<file path="config.mk">
export PLATFORM = sky130hd
export DESIGN_NAME = ref_sel_ctrl
export DESIGN_NICKNAME = d
export VERILOG_FILES = /design/src/rtl/ref_sel_pkg.sv /design/src/rtl/ref_sel_qual.sv /design/src/rtl/ref_sel_relock.sv /design/src/rtl/ref_sel_ctrl.sv
export SDC_FILE = /design/constraint.sdc
export NUM_CORES = 1
export LEC_CHECK = 0
export BUFFER_PORTS_ARGS = -buffer_cell sky130_fd_sc_hd__buf_2
export CAP_MARGIN = 20
export CORE_MARGIN = 1.5
export CORE_UTILIZATION = 40
export CTS_BUF_LIST = sky130_fd_sc_hd__clkbuf_4
export CTS_CLUSTER_SIZE = 12
export DETAILED_ROUTE_END_ITERATION = 16
export SKIP_LAST_GASP = 1
export SLEW_MARGIN = 20
export SYNTH_ARGS = -nofsm -noshare
export SYNTH_HDL_FRONTEND = slang
export SYNTH_SLANG_ARGS = --single-unit
</file>
<file path="constraint.sdc">
create_clock -name clk_i -period 2.3 [get_ports clk_i]
set_clock_uncertainty 0.1 [all_clocks]
set_input_delay 0.115 -clock clk_i [delete_from_list [all_inputs] [get_ports clk_i]]
set_output_delay 0.115 -clock clk_i [all_outputs]
set_load 0.01 [all_outputs]
</file>
<file path="src/rtl/ref_sel_pkg.sv">
package ref_sel_pkg;
  localparam logic [1:0] MODE_MAN     = 2'b00;
  localparam logic [1:0] MODE_AUTO_NR = 2'b01;

  function automatic logic mode_is_auto(input logic [1:0] m);
    return m != MODE_MAN;
  endfunction

  function automatic logic mode_is_rev(input logic [1:0] m);
    return m[1];
  endfunction
endpackage

</file>
<file path="src/rtl/ref_sel_qual.sv">
module ref_sel_qual #(
  parameter int QUAL_CNT = 16
) (
  input  logic clk_i,
  input  logic rst_ni,
  input  logic fault_i,
  output logic done_o
);
  localparam int W = $clog2(QUAL_CNT + 1);
  localparam logic [W-1:0] QMAX = W'(QUAL_CNT);

  logic [W-1:0] cnt_q;

  always_ff @(posedge clk_i or negedge rst_ni) begin
    if (!rst_ni)           cnt_q <= '0;
    else if (fault_i)      cnt_q <= '0;
    else if (cnt_q != QMAX) cnt_q <= cnt_q + 1'b1;
  end

  assign done_o = (cnt_q == QMAX);

  a_r6_qual_restart: assert property (@(posedge clk_i) disable iff (!rst_ni)
    fault_i |=> !done_o);
  a_r6_qual_sat: assert property (@(posedge clk_i) disable iff (!rst_ni)
    done_o && !fault_i |=> done_o);
endmodule

</file>
<file path="src/rtl/ref_sel_relock.sv">
module ref_sel_relock #(
  parameter int RELOCK_CYC = 8
) (
  input  logic clk_i,
  input  logic rst_ni,
  input  logic load_i,
  output logic busy_o
);
  localparam int W = $clog2(RELOCK_CYC + 1);
  localparam logic [W-1:0] RMAX = W'(RELOCK_CYC);

  logic [W-1:0] cnt_q;

  always_ff @(posedge clk_i or negedge rst_ni) begin
    if (!rst_ni)           cnt_q <= '0;
    else if (load_i)       cnt_q <= RMAX;
    else if (cnt_q != '0)  cnt_q <= cnt_q - 1'b1;
  end

  assign busy_o = (cnt_q != '0);

  a_r9_relock_load: assert property (@(posedge clk_i) disable iff (!rst_ni)
    load_i |=> busy_o);
  a_r9_relock_idle: assert property (@(posedge clk_i) disable iff (!rst_ni)
    !busy_o && !load_i |=> !busy_o);
endmodule

</file>
<file path="src/rtl/ref_sel_ctrl.sv">
module ref_sel_ctrl
  import ref_sel_pkg::*;
#(
  parameter int QUAL_CNT   = 16,
  parameter int RELOCK_CYC = 8
) (
  input  logic       clk_i,
  input  logic       rst_ni,
  input  logic [1:0] mode_i,
  input  logic       sel_pin_i,
  input  logic [1:0] fault_i,
  input  logic       freq_mis_i,
  output logic       act_o,
  output logic       sel_pin_o,
  output logic       sel_pin_oe_o,
  output logic       switch_o,
  output logic       holdover_o,
  output logic       relock_o
);
  logic act_q, act_d, sw_q, qual_done, is_auto, is_rev, both_flt, change;

  assign is_auto  = mode_is_auto(mode_i);
  assign is_rev   = mode_is_rev(mode_i);
  assign both_flt = fault_i[0] & fault_i[1];

  ref_sel_qual #(.QUAL_CNT(QUAL_CNT)) u_qual (
    .clk_i  (clk_i),
    .rst_ni (rst_ni),
    .fault_i(fault_i[0]),
    .done_o (qual_done)
  );

  // input 1 has priority; fail over only to a healthy input
  always_comb begin
    act_d = act_q;
    if (!is_auto)                                     act_d = sel_pin_i;
    else if (both_flt)                                act_d = act_q;
    else if (!act_q && fault_i[0])                    act_d = 1'b1;
    else if (act_q && fault_i[1])                     act_d = 1'b0;
    else if (act_q && is_rev && qual_done && !fault_i[0]) act_d = 1'b0;
  end

  assign change = (act_d != act_q);

  always_ff @(posedge clk_i or negedge rst_ni) begin
    if (!rst_ni) begin
      act_q <= 1'b0;
      sw_q  <= 1'b0;
    end else begin
      act_q <= act_d;
      sw_q  <= change;
    end
  end

  ref_sel_relock #(.RELOCK_CYC(RELOCK_CYC)) u_relock (
    .clk_i  (clk_i),
    .rst_ni (rst_ni),
    .load_i (change & freq_mis_i),
    .busy_o (relock_o)
  );

  assign act_o        = act_q;
  assign sel_pin_o    = act_q;
  assign sel_pin_oe_o = is_auto;
  assign switch_o     = sw_q;
  assign holdover_o   = is_auto & both_flt;

  a_r2_manual_follow: assert property (@(posedge clk_i) disable iff (!rst_ni)
    mode_i == MODE_MAN |=> act_o == $past(sel_pin_i));
  a_r4_failover: assert property (@(posedge clk_i) disable iff (!rst_ni)
    is_auto && !act_o && fault_i[0] && !fault_i[1] |=> act_o);
  a_r5_nonrev_stay: assert property (@(posedge clk_i) disable iff (!rst_ni)
    mode_i == MODE_AUTO_NR && act_o && !fault_i[1] |=> act_o);
  a_r7_holdover_freeze: assert property (@(posedge clk_i) disable iff (!rst_ni)
    holdover_o |=> $stable(act_o));
  a_r8_strobe: assert property (@(posedge clk_i) disable iff (!rst_ni)
    ##1 (switch_o == (act_o != $past(act_o))));
endmodule

</file>
==> flow_results.org <==
** Global routing
- The number of antenna violations at the first check in global routing came to 0.
- The layer flagged by global routing as most heavily used is met2.
- Overall track demand over capacity in global routing :: 15.7%
- Maximum number of pins on one net before global-route repair :: 12
- The first global-routing pass estimated 2040 um of wire.
- Global routing consumed, on the met2 layer, 23.4% of the routing resources.
- The via count of the first global-routing pass is 481.
- Grt met1 use :: 21.0%
- The total overflow left after global routing is 0.
- M3 GR Usage :: 6.47%

** Logic synthesis
- The mapped netlist covers 608 sq um.
- After technology mapping, the gate count stands at 61.
- Number of flip-flops and latches in the synthesized netlist :: 11
- During synthesis, Yosys emitted a total of 0 warnings.
- The number of nets handed over by synthesis was 72.
- Sequential-to-total area share from yosys stat :: 45.3%
- Syn avg cell area :: 9.97 sq um
- Yosys mapped the design onto 24 distinct sky130hd cell types.

** CTS
- Clock Tree Buf Depth :: 2
- Clock tree from TritonCTS :: built
- Number of cells upsized or downsized after cts :: 0
- Number of clock sinks :: 11
- H-tree depth reported by CTS :: 1
- Cell at the root of the clock tree :: clkbuf_4
- CTS buffer count :: 3
- Clock edge transition at the registers on the reported setup and hold paths :: 60 ps
- Worst skew pair latency :: 260 ps

** Worst setup path
- Critical path fanouts, max :: 5
- Traced cell by cell, the critical path runs through inv_1, ha_1, nand4bb_2, o211ai_2, o221a_4, a221o_1.
- Dominant delay contributor by cell family on the critical path :: compound AO/OA/AOI/OAI gates
- Largest incremental delay on the critical path :: 390 ps
- The worst setup path is launched from a flip-flop.
- The worst setup path is captured at a flip-flop.
- At the worst endpoint, the required time is 2350 ps.
- Data arrives at the worst endpoint at 1780 ps.
- Count of buffering cells on the critical path with inverters included :: 1
- FF-to-FF setup slack :: 570 ps
- Among all stages on the critical path, the largest delay is contributed by dfrtp_1.
- The critical path is of the reg2reg type.

** STA
- Setup repair after global routing left no endpoint under its margin.
- Total negative slack for setup checks :: 0 ps
- Setup violations remaining at the end of the flow were counted as 0.
- Slew of the pin with the lowest slew margin :: 288 ps
- Post-layout min period :: 1730 ps
- The final critical path takes up 75.3% of the cycle.
- In this run the tightest slew margin relative to its limit is 80.7%.
- Fmax :: 577 MHz
- Final-report hold violation count :: 0
- The number of max-slew violations in the final report is 0.

** Die
- Floorplan die height :: 42.0 um
- Row count :: 13
- The die is 42.0 um wide.
- For this design the top-level I/O count stands at 14.
- The total area inside the core boundary comes to 0.00137 sq mm.
- The floorplan step defined a die boundary enclosing 0.00176 sq mm.
- For this configuration, the core starts out at a cell density of 44.5%.

** Power
- IR analysis of the VDD net gives a maximum drop of 0.666 mV.
- Power per unit of standard cell area :: 836 mW/mm^2
- Pleak :: 0.353 nW

** Hold path
- Hold Crit Class :: in2reg

** Detailed routing
- Antenna Violating Nets Remaining :: 0
- Via-per-instance ratio :: 5.17
- Routed length per instance :: 11.6 um
- For this block, the routed nets add up to 1110 um of wire.
- Before antenna repair, the detailed router went through 3 iterations.
- In the routed design, unresolved DRC markers number 0.
- For this block, the initial DRC count from the detailed router was 5.
- Across all layers, the routed design uses 491 vias.

** Finish
- Area Growth Syn to Fin :: 22.4%
- The finished layout holds 95 standard cells, fillers aside.
- Fraction of final layout cells with drive strength greater than 1 :: 26.3%
- Nets :: 92
- Leading cell type in the layout, fill and taps excluded :: buf_2
- Diodes inserted :: 0
- The library cells used most frequently in the layout, excluding fill and tap cells, are 13 x buf_2, 11 x dfrtp_1, 9 x nor2_1, 7 x inv_1, 4 x clkbuf_4.

** Place
- IO Port Bufs :: 13
- Final HPWL DP :: 868 um
- In this run, placement finished with an instance count of 88.
- Final weighted congestion in routability-driven placement :: 0.711

** Job
- Count of maximum capacitance violations :: 0

** Status
- Status :: completed
-- worst register-to-register path, cell delays in order (launching register included) --
cell,delay (ps)
dfrtp_1,390
inv_1,70
ha_1,210
nand4bb_2,120
o211ai_2,110
o221a_4,280
a221o_1,340
-- metal layers --
layer	wire (um)	share of wire (%)
met1	562	51
met2	480	43
met3	62	5.6
met4	0	0
met5	0	0
-- power breakdown --
group	switching, mW	internal [mW]
Sequential	0.0408	0.239
Clock	0.0584	0.0788
Combinational	0.101	0.105
-- state kept, by name (all words and copies together), names as in the netlist --
register	flops
u_relock.cnt_q	4
u_qual.cnt_q	5
act_o	1
switch_o	1
-- cells in the mapped netlist --
| master | count | area share (%) |
|---|---|---|
| nand3_1 | 2 | 1.6 |
| a31oi_1 | 1 | 1.0 |
| buf_4 | 1 | 1.2 |
| and4bb_2 | 1 | 2.1 |
| ha_1 | 3 | 6.2 |
| or3_1 | 2 | 2.1 |
| nor2b_1 | 1 | 1.0 |
| inv_1 | 7 | 4.3 |
| mux2i_1 | 1 | 1.6 |
| nand2_1 | 3 | 1.9 |
| nor3_1 | 3 | 2.5 |
| a21oi_1 | 3 | 2.5 |
| a221o_1 | 1 | 1.6 |
| a221oi_1 | 1 | 1.4 |
| nand4bb_2 | 1 | 2.7 |
| o211ai_2 | 1 | 2.1 |
| xnor2_1 | 2 | 2.9 |
| o211ai_1 | 1 | 1.2 |
| o2bb2ai_1 | 1 | 1.4 |
| xor2_1 | 2 | 2.9 |
| dfrtp_1 | 11 | 45 |
| o221a_4 | 1 | 3.3 |
| nor2_1 | 9 | 5.6 |
| o21ai_0 | 2 | 1.6 |
-- logic make-up after synthesis --
family	synth area share, %
AO/OA/AOI/OAI	16.3
flip-flops	45.3
XOR/XNOR	5.76
buffers and inverters	5.56
AND/OR/NAND/NOR	19.3
multiplexers	1.65
adder cells (fa/ha/maj)	6.17
-- layout make-up --
class / count / area (sq um)
flip-flops and latches: 11 / 275
inverters: 7 / 26.3
clock buffers: 4 / 30.0
repair buffers: 16 / 95.1
multi-input cells: 42 / 299
well taps: 15 / 18.8
fillers: 128 / 622
-- worst paths after layout --
check / from / to / depth (start not counted)
setup / recovery: u_qual.cnt_q[0] / u_relock.cnt_q[3] / 6
hold / removal: sel_pin_i / act_o / 3
setup reg to reg: u_qual.cnt_q[0] / u_relock.cnt_q[3] / 6
hold reg to reg: u_relock.cnt_q[3] / u_relock.cnt_q[3] / 1
max in group asynchronous: rst_ni / u_relock.cnt_q[0] / 2
min in group asynchronous: rst_ni / u_qual.cnt_q[2] / 2
-- metrics by stage --
step | hold WS (ps) | power (mW) | util, % | instance area, sq um | worst slack [ps]
floorplan | -281 | 0.427 | - | 608 | 653
global placement | -103 | 0.484 | 50.1 | 684 | 609
detailed placement | -101 | 0.488 | 50.1 | 684 | 561
CTS | 50.7 | 0.635 | 54.5 | 744 | 550
global route | 60.2 | 0.678 | 54.5 | 744 | 476
finish | 61.8 | 0.622 | 54.5 | 744 | 568
-- what timing repair did --
item | CTS | global route
hold buffers | 3 | 0
buffers inserted | 0 | 0
hold endpoints to repair | 16 | 0
Note: power is estimated with default switching activity, not from simulation.
